## src/rtl/abort_pkg.sv

```systemverilog
package abort_pkg;
    localparam int NUM_SRC   = 4;
    localparam int FS_W      = 5;
    localparam int ORG_W     = $clog2(NUM_SRC);

    localparam int SRC_FETCH = 0;
    localparam int SRC_DATA  = 1;
    localparam int SRC_WALK  = 2;
    localparam int SRC_XLAT  = 3;

    localparam logic [FS_W-1:0] FS_SYNC_EXT  = 5'h08;
    localparam logic [FS_W-1:0] FS_WALK_EXT  = 5'h0C;
    localparam logic [FS_W-1:0] FS_ASYNC_EXT = 5'h16;
    localparam logic [FS_W-1:0] FS_PAR_SYNC  = 5'h19;
    localparam logic [FS_W-1:0] FS_PAR_ASYNC = 5'h18;

    typedef struct packed {
        logic             pabt;
        logic             dabt;
        logic             async_r;
        logic [FS_W-1:0]  fs;
        logic [ORG_W-1:0] org;
    } report_t;

    typedef struct packed {
        logic             pend;
        logic [FS_W-1:0]  fs;
        logic [ORG_W-1:0] org;
    } pend_t;
endpackage

```

## src/rtl/abort_classifier.sv

```systemverilog
module abort_classifier
    import abort_pkg::*;
(
    input  logic [NUM_SRC-1:0] src_vld,
    input  logic [NUM_SRC-1:0] src_async,
    input  logic [NUM_SRC-1:0] src_parity,
    input  logic               walk_for_fetch,
    output logic               sync_hit,
    output report_t            sync_rpt,
    output logic               async_hit,
    output logic [FS_W-1:0]    async_fs,
    output logic [ORG_W-1:0]   async_org
);
    logic [NUM_SRC-1:0] is_sync;
    logic [NUM_SRC-1:0] is_async;
    logic [NUM_SRC-1:0] to_pabt;
    logic [FS_W-1:0]    fs_sync  [NUM_SRC];
    logic [FS_W-1:0]    fs_async [NUM_SRC];

    for (genvar g = 0; g < NUM_SRC; g++) begin : g_src
        localparam bit IS_FETCH = (g == SRC_FETCH);
        localparam bit IS_WALK  = (g == SRC_WALK);
        assign is_sync[g]  = src_vld[g] & ~src_async[g];
        assign is_async[g] = src_vld[g] &  src_async[g];
        assign to_pabt[g]  = IS_FETCH | (IS_WALK & walk_for_fetch);
        assign fs_sync[g]  = src_parity[g] ? FS_PAR_SYNC
                           : (IS_WALK ? FS_WALK_EXT : FS_SYNC_EXT);
        assign fs_async[g] = src_parity[g] ? FS_PAR_ASYNC : FS_ASYNC_EXT;
    end

    assign sync_hit  = |is_sync;
    assign async_hit = |is_async;

    // lowest origin index wins: scan downward so the last hit stands
    always_comb begin
        sync_rpt  = '0;
        async_fs  = '0;
        async_org = '0;
        for (int i = NUM_SRC - 1; i >= 0; i--) begin
            if (is_sync[i]) begin
                sync_rpt.pabt    = to_pabt[i];
                sync_rpt.dabt    = ~to_pabt[i];
                sync_rpt.async_r = 1'b0;
                sync_rpt.fs      = fs_sync[i];
                sync_rpt.org     = ORG_W'(i);
            end
            if (is_async[i]) begin
                async_fs  = fs_async[i];
                async_org = ORG_W'(i);
            end
        end
    end
endmodule

```

## src/rtl/abort_pending.sv

```systemverilog
module abort_pending
    import abort_pkg::*;
(
    input  logic             clk,
    input  logic             rst_n,
    input  logic             async_hit,
    input  logic [FS_W-1:0]  async_fs,
    input  logic [ORG_W-1:0] async_org,
    input  logic             clr,
    output pend_t            pend
);
    pend_t pend_d, pend_q;

    always_comb begin
        pend_d = pend_q;
        if (clr) begin
            pend_d.pend = 1'b0;
        end
        // a set while still pending (and not being cleared) merges
        if (async_hit && !(pend_q.pend && !clr)) begin
            pend_d.pend = 1'b1;
            pend_d.fs   = async_fs;
            pend_d.org  = async_org;
        end
    end

    always_ff @(posedge clk or negedge rst_n) begin
        if (!rst_n) begin
            pend_q <= '0;
        end else begin
            pend_q <= pend_d;
        end
    end

    assign pend = pend_q;
endmodule

```

## src/rtl/abort_reporter.sv

```systemverilog
module abort_reporter
    import abort_pkg::*;
(
    input  logic    clk,
    input  logic    rst_n,
    input  logic    sync_hit,
    input  report_t sync_rpt,
    input  pend_t   pend,
    input  logic    abort_mask,
    input  logic    abort_ack,
    output report_t rpt,
    output logic    async_done
);
    report_t rpt_d, rpt_q;
    logic    active_q;

    assign active_q = rpt_q.pabt | rpt_q.dabt;

    always_comb begin
        rpt_d = rpt_q;
        if (active_q) begin
            if (abort_ack) begin
                rpt_d = '0;
            end
        end else if (sync_hit) begin
            rpt_d = sync_rpt;
        end else if (pend.pend && !abort_mask) begin
            rpt_d.pabt    = 1'b0;
            rpt_d.dabt    = 1'b1;
            rpt_d.async_r = 1'b1;
            rpt_d.fs      = pend.fs;
            rpt_d.org     = pend.org;
        end
    end

    always_ff @(posedge clk or negedge rst_n) begin
        if (!rst_n) begin
            rpt_q <= '0;
        end else begin
            rpt_q <= rpt_d;
        end
    end

    assign rpt        = rpt_q;
    assign async_done = active_q & abort_ack & rpt_q.async_r;
endmodule

```

## src/rtl/ext_abort_router.sv

```systemverilog
module ext_abort_router
    import abort_pkg::*;
(
    input  logic               clk,
    input  logic               rst_n,
    input  logic [NUM_SRC-1:0] src_vld,
    input  logic [NUM_SRC-1:0] src_async,
    input  logic [NUM_SRC-1:0] src_parity,
    input  logic               walk_for_fetch,
    input  logic               abort_mask,
    input  logic               abort_ack,
    output logic               pabt_req,
    output logic               dabt_req,
    output logic               abt_async,
    output logic [FS_W-1:0]    fault_status,
    output logic [ORG_W-1:0]   fault_origin
);
    logic             sync_hit;
    report_t          sync_rpt;
    logic             async_hit;
    logic [FS_W-1:0]  async_fs;
    logic [ORG_W-1:0] async_org;
    logic             async_done;
    pend_t            pend;
    report_t          rpt;

    abort_classifier u_class (
        .src_vld        (src_vld),
        .src_async      (src_async),
        .src_parity     (src_parity),
        .walk_for_fetch (walk_for_fetch),
        .sync_hit       (sync_hit),
        .sync_rpt       (sync_rpt),
        .async_hit      (async_hit),
        .async_fs       (async_fs),
        .async_org      (async_org)
    );

    abort_pending u_pend (
        .clk       (clk),
        .rst_n     (rst_n),
        .async_hit (async_hit),
        .async_fs  (async_fs),
        .async_org (async_org),
        .clr       (async_done),
        .pend      (pend)
    );

    abort_reporter u_rep (
        .clk        (clk),
        .rst_n      (rst_n),
        .sync_hit   (sync_hit),
        .sync_rpt   (sync_rpt),
        .pend       (pend),
        .abort_mask (abort_mask),
        .abort_ack  (abort_ack),
        .rpt        (rpt),
        .async_done (async_done)
    );

    assign pabt_req     = rpt.pabt;
    assign dabt_req     = rpt.dabt;
    assign abt_async    = rpt.async_r;
    assign fault_status = rpt.fs;
    assign fault_origin = rpt.org;
endmodule

```

## config.mk

```make
export PLATFORM = sky130hd
export DESIGN_NAME = ext_abort_router
export DESIGN_NICKNAME = d
export VERILOG_FILES = /design/src/rtl/abort_pkg.sv /design/src/rtl/abort_classifier.sv /design/src/rtl/abort_pending.sv /design/src/rtl/abort_reporter.sv /design/src/rtl/ext_abort_router.sv
export SDC_FILE = /design/constraint.sdc
export NUM_CORES = 1
export LEC_CHECK = 0
export BUFFER_PORTS_ARGS = -buffer_cell sky130_fd_sc_hd__buf_2
export CAP_MARGIN = 20
export CORE_MARGIN = 3
export CORE_UTILIZATION = 40
export DETAILED_ROUTE_END_ITERATION = 16
export GPL_ROUTABILITY_DRIVEN = 0
export MAX_ROUTING_LAYER = met4
export SLEW_MARGIN = 20
export SYNTH_ARGS = -nofsm -noshare
export SYNTH_HDL_FRONTEND = slang
export SYNTH_SLANG_ARGS = --single-unit
```

## constraint.sdc

```tcl
create_clock -name clk -period 2.28 [get_ports clk]
set_clock_uncertainty 0.1 [all_clocks]
set_input_delay 0.228 -clock clk [delete_from_list [all_inputs] [get_ports clk]]
set_output_delay 0.228 -clock clk [all_outputs]
set_load 0.01 [all_outputs]
```

==> flow_metrics.py <==
metrics = {
    "power_and_ir_drop": {
        "p_comb_share_pct": 40.2,
        "pwr-share-seq_pct": 42.4,
        "power_frac_clock_pct": 17.4,
        "vdd_drop_max_mv": 0.531,
        "leakagePower_nw": 0.580,
        "p_switching_uw": 399,
        "p_per_area_nw_per_um2": 946,
        "p_sw_share_pct": 36.6,
        "p_int_uw": 690,
    },
    "detailed_routing": {
        "routed_wl_um": 2040,
        "drc": 0,
        "drt_iter0_drc": 15,
        "vias_per_cell": 5.43,
        "dr.pass1.iters": 4,
        "vias": 793,
        "drtAntennaViolNets": 0,
        "detail_route.wl_per_cell_um": 14.0,
    },
    "critical_path": {
        "critPathArrivalTime_ns": 1.70,
        "critPathLaunchType": "flip-flop",
        "timing.rr.start": "u_rep.rpt[8]",
        "critPathRequiredTime_ns": 2.37,
        "crit_chain": "nor2_4 -> nand3_4 -> o22ai_4 -> mux2_4",
        "cp_slowest_cell": "dfrtp_1",
        "cp_slowest_stage_delay_ns": 0.44,
        "worst-r2r-cell-count": 4,
        "crit_family": "flip-flops",
        "end_kind": "flip-flop",
        "worst-path-max-fanout": 8,
        "path_buf_inv": 0,
        "ff2ff_setup_slack_ns": 0.67,
        "r2r_end": "u_rep.rpt[0]",
        "path_class": "flip-flop to flip-flop",
    },
    "clocking": {
        "clk_path_buf_depth": 2,
        "cts_tree": "yes",
        "clock-root-buffer": "clkbuf_4",
        "ctsHtreeMaxLevel": 1,
        "clk_latency_ns": 0.29,
        "numCtsBuffers": 3,
        "postCtsSetupBuffers": 0,
        "cts.clk_slew.worst_paths_ns": 0.10,
        "cts.sinks": 16,
    },
    "global_routing": {
        "overflow": 0,
        "grt_first_pass_wirelength_um": 3330,
        "grtUsageTotal_pct": 16.6,
        "antenna_found_initial": 0,
        "grt_pass1_vias": 720,
        "grt_max_degree": 17,
    },
    "yosys": {
        "syn_nets": 105,
        "synthesis.area_um2": 941,
        "synth.area.top_cells": "dfrtp_1, mux2_4, nand3_4",
        "ys_types": 36,
        "synthCells": 88,
        "ys_async_sr_fraction_pct": 100,
        "synth_ff_type": "dfrtp_1",
        "synth_edf_count": 0,
        "avgSynthCellArea_um2": 10.7,
        "yosys.area.top_type": "dfrtp_1",
        "yosysWarnings": 0,
        "yosysTopAreaCellShare_pct": 42.6,
        "ys_ff_latch": 16,
        "ys_seq_area_share_pct": 42.6,
    },
    "cells_and_area": {
        "layout-drive-gt1-share_pct": 37.8,
        "ff_latch_area_um2": 400,
        "fillers": 209,
        "multi_input_area_um2": 514,
        "nets": 137,
        "finalNonFillerCells": 146,
        "area_growth_pct": 22.3,
        "diodes": 0,
    },
    "sta": {
        "rsz0062_at_grt": "false",
        "fmax_ghz": 0.623,
        "whs_ns": 0.100,
        "slew_viol_final": 0,
        "tns_ns": 0,
        "timing.final.crit_period_ns": 1.61,
        "hold_viol": 0,
        "fin_crit_sh_pct": 70.4,
        "finalSetupViolations": 0,
        "worstMarginPinSlew_ns": 0.368,
        "worst_slew_margin_rel_pct": 75.5,
    },
    "status": {
        "status": "finished, final reports clean",
    },
    "worst_hold_path": {
        "hold_start": "abort_ack",
        "whs_endpoint": "u_rep.rpt[8]",
        "hold_class": "input port to flip-flop",
        "whs_path_depth": 2,
    },
    "die": {
        "fp.dieH_um": 54.5,
        "rows": 16,
        "start_util_pct": 45.2,
        "die_w_um": 54.5,
        "num_io_pins": 27,
        "core_area_um2": 2080,
        "fp.dieArea_um2": 2970,
    },
    "flow_run": {
        "drv_cap": 0,
    },
    "placed_design": {
        "port-buffer-count": 26,
        "dp_cells": 141,
        "dp_hpwl_um": 1650,
    },
}
==> worst reg2reg max path, stage by stage (launching register included) <==
cell and delay [ns]:
dfrtp_1 0.44, nor2_4 0.27, nand3_4 0.14, o22ai_4 0.23
mux2_4 0.33
==> layout make-up <==
type	instances	area share, %
inverter	7	2.28
tap	27	2.93
multi-input combinational	65	44.7
sequential	16	34.8
timing repair buffer	27	12.2
clock buffer	4	3.15
==> worst max-delay path by stage <==
stage / start / to / depth (start not counted)
4_1_cts: u_rep.rpt[8] / u_rep.rpt[0] / 4
5_1_grt: u_rep.rpt[8] / u_rep.rpt[0] / 4
3_3_place_gp: u_rep.rpt[8] / u_rep.rpt[0] / 4
2_1_floorplan: u_rep.rpt[8] / u_rep.rpt[0] / 4
6_report: u_rep.rpt[8] / u_rep.rpt[0] / 4
3_5_place_dp: u_rep.rpt[8] / u_rep.rpt[0] / 4
==> sequential cells by signal, summed over array words and instances (netlist names) <==
name	flops
u_rep.rpt	10
u_pend.pend	6
==> metrics by stage <==
step                instance area, um^2  utilization (%)  worst slack, ns  power [mW]
detailed placement                 1100             53.1            0.684       0.906
global placement                   1100             53.1            0.720       0.901
floorplan                           941                -            0.764       0.748
global route                       1150             55.3            0.606        1.17
CTS                                1150             55.3            0.667        1.10
finish                             1150             55.3            0.675        1.09
==> synthesized netlist by cell type, drive strengths merged (2+ instances only) <==
library cell / count
nand2: 9
o21ai: 7
nand3: 6
a21o: 2
inv: 7
a21oi: 5
and2: 2
mux2: 3
o2bb2ai: 2
nand2b: 7
dfrtp: 16
o22ai: 2
o211ai: 2
mux2i: 2
==> placed cells by master (no fill, tap or decap), types with 2 or more instances in the layout <==
cell type  count
buf_2         26
nand3_1        4
mux2_4         3
nand2_1        8
nand2b_2       2
a21o_1         2
o2bb2ai_1      2
clkbuf_4       3
nand3_4        2
a21oi_1        5
nand2b_1       4
dfrtp_1       16
o21ai_0        6
mux2i_1        2
o211ai_1       2
and2_1         2
inv_1          7
==> routing by layer <==
metal	wire length [um]	global-route usage, %	vias up
met4	30	6.22	0
met3	67	4.90	5
met2	980	24.5	11
met5	0	-	-
met1	965	21.4	386
li1	-	-	391
==> timing repair <==
item                                   4_1_cts  5_1_grt
hold buffers                                 1        0
endpoints found under the hold margin       16        0
gates resized for setup                      0        0
setup endpoints to repair                    0        0
==> power groups by stage <==
stage | Clock (mW) | Combinational (mW) | Sequential [mW]
after floorplan | 0 | 0.261 | 0.487
after global placement | 0 | 0.437 | 0.464
after detailed placement | 0 | 0.439 | 0.468
after CTS | 0.198 | 0.443 | 0.462
after global routing | 0.210 | 0.486 | 0.475
final | 0.190 | 0.438 | 0.462
==> logic make-up (layout without fill, tap and decap cells) <==
kind of cell | count (synthesis) | in the layout | share of synthesized area, %
simple gates | 30 | 30 | 23.3
mux | 5 | 5 | 6.91
buf+inv | 7 | 38 | 2.79
flops | 16 | 16 | 42.6
compound gates | 30 | 30 | 24.5
No activity file was read; power rests on OpenSTA's default activity.
